<file path="src/rtl/rrm_pkg.sv">
package rrm_pkg;

    localparam int DESC_W      = 64;
    localparam int CNT_W       = 12;
    localparam int BASE_W      = 36;
    localparam int FLG_W       = 4;
    localparam int IDX_W       = 12;
    localparam int BASE_SHIFT  = 16;
    localparam int FRAME_SHIFT = 17;

    typedef struct packed {
        logic [CNT_W-1:0]  count;
        logic [BASE_W-1:0] base;
        logic [FLG_W-1:0]  flags;
        logic [IDX_W-1:0]  idx;
    } rgn_desc_t;

    typedef enum logic [2:0] {
        ERR_OK       = 3'd0,
        ERR_INVALID  = 3'd1,
        ERR_EXISTS   = 3'd2,
        ERR_NOTFOUND = 3'd3,
        ERR_RANGE    = 3'd4
    } err_e;

    function automatic logic [63:0] frame_addr(logic [BASE_W-1:0] base,
                                               logic [CNT_W-1:0]  slot);
        return {12'b0, base, 16'b0} + (64'(slot) << FRAME_SHIFT);
    endfunction

endpackage

</file>
<file path="src/rtl/rrm_desc_check.sv">
module rrm_desc_check
    import rrm_pkg::*;
#(
    parameter int NREG = 8,
    parameter int PA_W = 48,
    localparam int NCNT_W = $clog2(NREG + 1)
) (
    input  rgn_desc_t         desc,
    input  logic [NCNT_W-1:0] nreg,
    output err_e              verdict
);
    localparam logic [BASE_W-1:0] HI_MASK =
        ~((BASE_W'(1) << (PA_W - BASE_SHIFT)) - BASE_W'(1));

    logic bad_field;
    logic full;
    logic idx_low;
    logic idx_high;
    logic range_bad;

    assign bad_field = (desc.flags != '0) || (desc.count == '0);
    assign full      = (32'(nreg) == NREG);
    assign idx_low   = 32'(desc.idx) < 32'(nreg);
    assign idx_high  = 32'(desc.idx) > 32'(nreg);
    assign range_bad = |(desc.base & HI_MASK);

    always_comb begin
        verdict = ERR_OK;
        if (bad_field)
            verdict = ERR_INVALID;
        else if (full || idx_low)
            verdict = ERR_EXISTS;
        else if (idx_high)
            verdict = ERR_INVALID;
        else if (range_bad)
            verdict = ERR_RANGE;
    end

endmodule

</file>
<file path="src/rtl/rrm_region_table.sv">
module rrm_region_table
    import rrm_pkg::*;
#(
    parameter int NREG = 8,
    localparam int NCNT_W = $clog2(NREG + 1),
    localparam int SLOT_W = $clog2(NREG)
) (
    input  logic              clk,
    input  logic              rst,
    input  logic              wr_accept,
    input  rgn_desc_t         wr_desc,
    input  logic [IDX_W-1:0]  rd_idx,
    output logic              rd_hit,
    output rgn_desc_t         rd_data,
    output logic [NCNT_W-1:0] nreg,
    output rgn_desc_t         tbl [NREG]
);

    always_ff @(posedge clk) begin
        if (rst) begin
            nreg <= '0;
            for (int r = 0; r < NREG; r++)
                tbl[r] <= '0;
        end else if (wr_accept) begin
            tbl[nreg[SLOT_W-1:0]] <= wr_desc;
            nreg <= nreg + NCNT_W'(1);
        end
    end

    assign rd_hit  = 32'(rd_idx) < 32'(nreg);
    assign rd_data = rd_hit ? tbl[rd_idx[SLOT_W-1:0]] : '0;

    // the table never holds more than NREG regions
    a_r5_bounded: assert property (@(posedge clk) disable iff (rst)
        32'(nreg) <= NREG);

    // an accepted write grows the table by exactly one
    a_r1_grow: assert property (@(posedge clk) disable iff (rst)
        wr_accept |=> nreg == $past(nreg) + NCNT_W'(1));

    // the table never grows without an accepted write
    a_r4_hold: assert property (@(posedge clk) disable iff (rst)
        !wr_accept |=> $stable(nreg));

endmodule

</file>
<file path="src/rtl/rrm_cpu_lookup.sv">
module rrm_cpu_lookup
    import rrm_pkg::*;
#(
    parameter int NREG  = 8,
    parameter int CPU_W = 12,
    localparam int NCNT_W = $clog2(NREG + 1),
    localparam int SLOT_W = $clog2(NREG),
    localparam int TOT_W  = CNT_W + $clog2(NREG) + 1
) (
    input  logic              clk,
    input  logic              rst,
    input  rgn_desc_t         tbl [NREG],
    input  logic [NCNT_W-1:0] nreg,
    input  logic [CPU_W-1:0]  cpu,
    output logic              hit,
    output logic [SLOT_W-1:0] region,
    output logic [63:0]       addr,
    output logic [TOT_W-1:0]  total
);
    logic [TOT_W-1:0] cum [NREG+1];
    logic [NREG-1:0]  sel;

    assign cum[0] = '0;

    for (genvar r = 0; r < NREG; r++) begin : g_rgn
        logic valid;
        assign valid      = r < 32'(nreg);
        assign cum[r+1]   = cum[r] + (valid ? TOT_W'(tbl[r].count) : '0);
        assign sel[r]     = valid && (32'(cpu) >= 32'(cum[r]))
                                  && (32'(cpu) <  32'(cum[r+1]));
    end

    assign total = cum[NREG];
    assign hit   = |sel;

    always_comb begin
        addr   = '0;
        region = '0;
        for (int r = 0; r < NREG; r++) begin
            if (sel[r]) begin
                addr   = frame_addr(tbl[r].base, CNT_W'(32'(cpu) - 32'(cum[r])));
                region = SLOT_W'(r);
            end
        end
    end

    // at most one region claims a CPU
    a_r8_onehot: assert property (@(posedge clk) disable iff (rst)
        $onehot0(sel));

    // a hit only occurs below the registered total
    a_r9_in_total: assert property (@(posedge clk) disable iff (rst)
        hit |-> 32'(cpu) < 32'(total));

endmodule

</file>
<file path="src/rtl/redist_region_mapper.sv">
module redist_region_mapper
    import rrm_pkg::*;
#(
    parameter int NREG  = 8,
    parameter int PA_W  = 48,
    parameter int CPU_W = 12,
    localparam int NCNT_W = $clog2(NREG + 1),
    localparam int SLOT_W = $clog2(NREG),
    localparam int TOT_W  = CNT_W + $clog2(NREG) + 1
) (
    input  logic              clk,
    input  logic              rst,
    input  logic              wr_en,
    input  logic [63:0]       wr_desc,
    input  logic              rd_en,
    input  logic [11:0]       rd_idx,
    output logic              resp_valid,
    output logic [2:0]        resp_err,
    output logic [63:0]       rd_desc,
    input  logic [CPU_W-1:0]  lk_cpu,
    output logic              lk_hit,
    output logic [SLOT_W-1:0] lk_region,
    output logic [63:0]       lk_addr,
    input  logic [CPU_W:0]    cpu_count,
    output logic              cov_ready
);
    rgn_desc_t         in_desc;
    err_e              verdict;
    logic              wr_accept;
    logic [NCNT_W-1:0] nreg;
    rgn_desc_t         tbl [NREG];
    logic              rd_hit;
    rgn_desc_t         rd_data;
    logic [TOT_W-1:0]  total;

    assign in_desc   = rgn_desc_t'(wr_desc);
    assign wr_accept = wr_en && (verdict == ERR_OK);

    rrm_desc_check #(.NREG(NREG), .PA_W(PA_W)) u_check (
        .desc    (in_desc),
        .nreg    (nreg),
        .verdict (verdict)
    );

    rrm_region_table #(.NREG(NREG)) u_table (
        .clk       (clk),
        .rst       (rst),
        .wr_accept (wr_accept),
        .wr_desc   (in_desc),
        .rd_idx    (rd_idx),
        .rd_hit    (rd_hit),
        .rd_data   (rd_data),
        .nreg      (nreg),
        .tbl       (tbl)
    );

    rrm_cpu_lookup #(.NREG(NREG), .CPU_W(CPU_W)) u_lookup (
        .clk    (clk),
        .rst    (rst),
        .tbl    (tbl),
        .nreg   (nreg),
        .cpu    (lk_cpu),
        .hit    (lk_hit),
        .region (lk_region),
        .addr   (lk_addr),
        .total  (total)
    );

    always_ff @(posedge clk) begin
        if (rst) begin
            resp_valid <= 1'b0;
            resp_err   <= ERR_OK;
            rd_desc    <= '0;
        end else begin
            resp_valid <= wr_en || rd_en;
            if (wr_en) begin
                resp_err <= verdict;
                rd_desc  <= '0;
            end else if (rd_en) begin
                resp_err <= rd_hit ? ERR_OK : ERR_NOTFOUND;
                rd_desc  <= rd_data;
            end
        end
    end

    assign cov_ready = 32'(total) >= 32'(cpu_count);

    // reserved flag bits force an invalid response
    a_r2_flags: assert property (@(posedge clk) disable iff (rst)
        (wr_en && wr_desc[15:12] != 4'd0) |=> resp_valid && resp_err == ERR_INVALID);

    // a zero count forces an invalid response
    a_r3_zero_count: assert property (@(posedge clk) disable iff (rst)
        (wr_en && wr_desc[63:52] == 12'd0) |=> resp_err == ERR_INVALID);

    // a write shadows a simultaneous read
    a_r11_wr_wins: assert property (@(posedge clk) disable iff (rst)
        (wr_en && rd_en) |=> rd_desc == 64'd0);

    // reading past the registered regions reports not found
    a_r7_notfound: assert property (@(posedge clk) disable iff (rst)
        (rd_en && !wr_en && 32'(rd_idx) >= 32'(nreg)) |=> resp_err == ERR_NOTFOUND);

    // coverage of a nonzero CPU count needs at least one region
    a_r10_cov: assert property (@(posedge clk) disable iff (rst)
        (cov_ready && cpu_count != '0) |-> nreg != '0);

endmodule

</file>
<file path="config.mk">
export PLATFORM = sky130hd
export DESIGN_NAME = redist_region_mapper
export DESIGN_NICKNAME = d
export VERILOG_FILES = /design/src/rtl/rrm_pkg.sv /design/src/rtl/rrm_desc_check.sv /design/src/rtl/rrm_region_table.sv /design/src/rtl/rrm_cpu_lookup.sv /design/src/rtl/redist_region_mapper.sv
export SDC_FILE = /design/constraint.sdc
export NUM_CORES = 2
export LEC_CHECK = 0
export BUFFER_PORTS_ARGS = -buffer_cell sky130_fd_sc_hd__buf_2
export CAP_MARGIN = 20
export CORE_MARGIN = 8
export CORE_UTILIZATION = 32
export DETAILED_ROUTE_END_ITERATION = 6
export PLACE_DENSITY = 0.51
export SLEW_MARGIN = 30
export SYNTH_ARGS = -nofsm -noshare
export SYNTH_HDL_FRONTEND = slang
export SYNTH_SLANG_ARGS = --single-unit
</file>
<file path="constraint.sdc">
create_clock -name clk -period 29.7 [get_ports clk]
set_clock_uncertainty 0.05 [all_clocks]
set_input_delay 7.425 -clock clk [delete_from_list [all_inputs] [get_ports clk]]
set_output_delay 7.425 -clock clk [all_outputs]
set_load 0.05 [all_outputs]
</file>
Word-level counts from Yosys, hierarchy flattened. Index checks and enable logic that the tools add are counted. W data, S select, Z words.

Logic and storage cells: 158. Register bits after elaboration: 584. Bits in latches: 0. Output and inout bits: 137. Memory bits (read-only): 0. Input port bits: 105. RAM bits: 0. Memories kept: 0.

Magnitude comparators: 31. Shifts and indexed selects: 0. Equality and inequality tests: 1. Multiplexer cells: 37. Add/sub/neg operators: 23. Divide/modulo/power cells: 0. Multipliers: 0. Bitwise gates (word level): 2. Reduce and logical (&&, ||, !) cells: 28.

Operator list (count): $mux W64 (11); $bwmux W512 (1); $add A52 B29 Y53 (8); $bmux W64 S3 (1); $demux W64 S3 (1); $lt A12 B16 Y1 (8); $ge A12 B16 Y1 (7); $add A16 B12 Y16 (6); $mux W12 (8); $sub A12 B12 Y12 (7); $mux W53 (1); $mux W3 (12); $lt A12 B4 Y1 (2); $logic_and A1 B1 Y1 (18); $ge A16 B13 Y1 (1); $lt A3 B4 Y1 const A (4); $add A12 B12 Y13 (1); $ge A12 B1 Y1 const B (1); $gt A12 B4 Y1 (1); $logic_not A12 Y1 (1); $ge A4 B4 Y1 const B (2); $lt A1 B4 Y1 const A (2); $lt A2 B4 Y1 const A (2); $not A3 Y4 (2); 12 further kinds (14).

Longest topological paths before layout.
Depth after elaboration: 12. Gate-level depth with buffers: 56. Depth with buffers taken out: 53.

By module. From an unflattened synthesis, not the netlist that was laid out.

Cells, all modules: 5629. Area total of the unflattened synthesis: 44831.7 µm².

By module, submodules not included: rrm_region_table (cells an instance 2643, area each 22808.1 µm², instances 1, seq. area each 10329.9 µm²); rrm_cpu_lookup (cells an instance 2685, area each 19034.5 µm², instances 1, seq. area each 0.0 µm²); redist_region_mapper (cells an instance 272, area each 2773.9 µm², instances 1, seq. area each 1361.3 µm²); rrm_desc_check (cells an instance 29, area each 215.2 µm², instances 1, seq. area each 0.0 µm²).

Worst setup path before layout. OpenSTA, ideal clock, no wires.

Path kind: in2out. From: in lk_cpu[0]. To: out lk_addr[30]. Arrival: 12627 ps. Stages: 23. Slack: 9598 ps. Path through: inv_1 > ha_1 > fa_1 > nor2b_1 > o21ai_0 > nand2b_1 > maj3_1 > maj3_1 > maj3_1 > maj3_1 > a21oi_1 > o31ai_1 > a21oi_1 > clkbuf_1 > clkbuf_1 > buf_1 > o21ai_0 > a22o_1 > mux2i_1 > mux2i_1 > mux2i_1 > mux2i_1 > mux2i_1.

Longest elaborated chain between the ends: 11.

RTL lines: start: declaration (RTL line redist_region_mapper.sv:20) `input logic [CPU_W-1:0] lk_cpu,`; parallel branches: the longest is 10 deep, another holds $add A52 B29 Y53; $mux W64 * (RTL line rrm_cpu_lookup.sv:40) `if (sel[r]) begin`; end: declaration (RTL line redist_region_mapper.sv:23) `output logic [63:0] lk_addr,`.

Mark *: on every way between the ends.

Worst setup path in the final report.
From: in lk_cpu[0]. To: out lk_addr[49].

Same word-level chain as after synthesis.

==> metrics.txt <==
Skew-Pair Late Insertion Delay 670 ps; DRT iter0 DRCs 3,421; Sequential Power Share 42.1%; routing usage on met1 29.6%; Final Setup Violations 0; switching power 492 µW; CP endpoint kind primary output; final hold violations 0; slowest CP cell nor2_1; Synth area leader dfxtp_1; crit path time final 22,030 ps; share of post-route cells with drive strength above 1 12.8%; hold slack 398 ps; leading cell types in the layout, fill and taps excluded 942 x nand2_1, 679 x a21oi_1, 584 x dfxtp_1; synth warn 0; clock share of power 49.5%; crit start category input pin; Setup Fix Bufs, Post-CTS 0; Total GRT Usage 22.3%; htree depth 3; worst relative slew slack 28.2%; RSZ-0062 raised after global routing false; commonest non-fill, non-tap cell in the layout nand2_1; post-route ant nets 0; post-synth top area share 27.3%; Site Rows 134; post-CTS sizing 0; mean post-synth cell area 8.14 µm²; Synth async-reset ratio 0%; final design area excluding fillers 47,900 µm²; total power 1860 µW; worst-margin pin slew 1080 ps; Routed WL 170 mm; DR vias 38,193; Tcrit/Tclk final 74.2%; Synth area leaders dfxtp_1 27%, nand2_1 8.3%, a21oi_1 8.0%; largest stage delay on the critical path 720 ps; Post-synth EDFFs 0; Max Fclk 45.4 MHz; synthesized cell area 42,900 µm²; WS Path Type input pin to primary output; fin. max-slew vios 0; Util after Layout 35.9%; port bufs 214; critical path's top delay family compound AO/OA/AOI/OAI gates; TritonRoute pass-1 iters 5; Num CTS Buffers 70; vias in the first global route 36,886; Power Density 38.9 nW/µm²; io pins 242; CTS Hold Bufs 0; largest net degree at the start of global routing 183; most used cell, CP a21oi_1; Synth cell types 97; HP Class flop to flop; Initial Utilization 32.2%; Peak VDD IR 0.0000363 V; Clock transition at path regs 60 ps; Die Area 146,000 µm²; CTS root buffer clkbuf_16; fillers 13,827; clock sinks 584; Internal Power 1370 µW; met3 usage 3.05%; drt wl/cell 23.8 µm; core area 133,000 µm²; max-cap viol count 0; worst path buffer plus inverter count 5; cells after synthesis 5,269; outcome finished clean; GR Util met2 36.9%; HPWL after DPL 123 mm; Synth-to-Final Area Change 11.7%; Setup TNS 0 ps; Max FO, Critical Path 7; initial antenna violation count 16; CTS tree yes; synthesized flop and latch total 584; Die Span Y 382 µm; most used routing layer met2; first-pass GRT wire length 249 mm; top_reg_cell synth dfxtp_1; sequential fraction of the synthesis area 27.3%; DIE WIDTH 382 µm; Vias/cell 5.35; static leakage 0.0191 µW; Post-Place Cell Area 45,400 µm²; WP data required 22,230 ps; DRC 0; CP arrival 14,550 ps; CTS Buffer Depth 3; GRT overflow 0; gpl congestion 0.933; combinational power share 8.4%; Layout Nets 5,706; Sw Share 26.4%
tightest hold or removal path, stage by stage, from the launching register on:
cell	delay [ps]
dfxtp_1	310
nand2_1	50
a21oi_1	50
power groups by stage:
stage          Combinational, µW  Clock, µW  Sequential (µW)
6_report                     157        923              784
3_3_place_gp                 155          0              801
2_1_floorplan                108          0              802
5_1_grt                      169        972              783
4_1_cts                      157        945              783
3_5_place_dp                 156          0              801
layout make-up:
type	instances	area (µm²)	area share, %
antenna	8	20.0	0.0418
clock buffer	96	2040	4.26
clock inverter	31	402	0.839
inverter	259	972	2.03
multi-input combinational	4118	29000	60.5
sequential	584	11700	24.4
tap	1768	2210	4.62
timing repair buffer	273	1560	3.27
cell families (layout without fill, tap and decap cells):
kind of cell	Yosys count	count (layout)	synth area share (%)
AOI/OAI and AO/OA	1102	1102	15.2
xor gates and xnor gates	460	460	9.78
adders and majority gates	305	305	9.23
buffers and inverters	593	659	5.75
DFF	584	584	27.3
muxes	384	384	13.0
other	1	35	0.00875
and+or+nand+nor	1840	1840	19.8
registers in the layout (all words and copies together) (netlist names):
| register | flops |
|---|---|
| resp_valid | 1 |
| u_table.tbl | 512 |
| u_table.nreg | 4 |
| resp_err | 3 |
| rd_desc | 64 |
metal layers:
layer,wire [µm],vias up
li1,-,18114
met2,78500,1254
met5,38,-
met1,74900,18552
met3,9950,267
met4,6770,6
path summary, 6_finish.rpt:
check / slack, ps / endpoint / startpoint / cells past startpoint
worst min-delay path: 400 / u_table.tbl[322]$_SDFFE_PP0P_ / u_table.tbl[322]$_SDFFE_PP0P_ / 2
worst max-delay path: 7670 / lk_addr[49] / lk_cpu[0] / 32
worst min register to register: 400 / u_table.tbl[322]$_SDFFE_PP0P_ / u_table.tbl[322]$_SDFFE_PP0P_ / 2
worst max register to register: 24400 / u_table.tbl[10]$_SDFFE_PP0P_ / u_table.nreg[1]$_SDFFE_PP0P_ / 15
through the flow:
stage | setup WS, ps | cells
final | 7670 | 7137
after global placement | 7780 | 7000
after global routing | 6830 | 7131
after floorplan | 9600 | 5295
after detailed placement | 7770 | 7002
after CTS | 7740 | 7129
Yosys cell counts (6+ instances only):
library cell and n:
nor2b_1 126, o21ai_1 6, dfxtp_1 584, mux2_2 100, and3_1 39, nor3_1 72
a21oi_1 683, xnor2_1 289, clkbuf_1 227, nor4_1 27, o211ai_1 8, xnor3_1 6
or3_1 10, or2_2 13, o31ai_1 7, nand4_1 44, fa_1 22, o21a_1 35
nand3_1 78, mux2i_1 156, xor2_1 159, a21o_1 88, o21ai_0 86, o22ai_1 7
buf_2 12, buf_1 27, clkbuf_2 13, buf_4 54, a211oi_1 32, inv_1 255
mux4_2 128, nor2_1 219, ha_1 273, a31oi_1 9, maj3_1 10, and2_1 184
o21bai_1 72, nand2_1 948, nand2b_1 44, and4_1 9
Note: power is estimated with default switching activity, not from simulation.
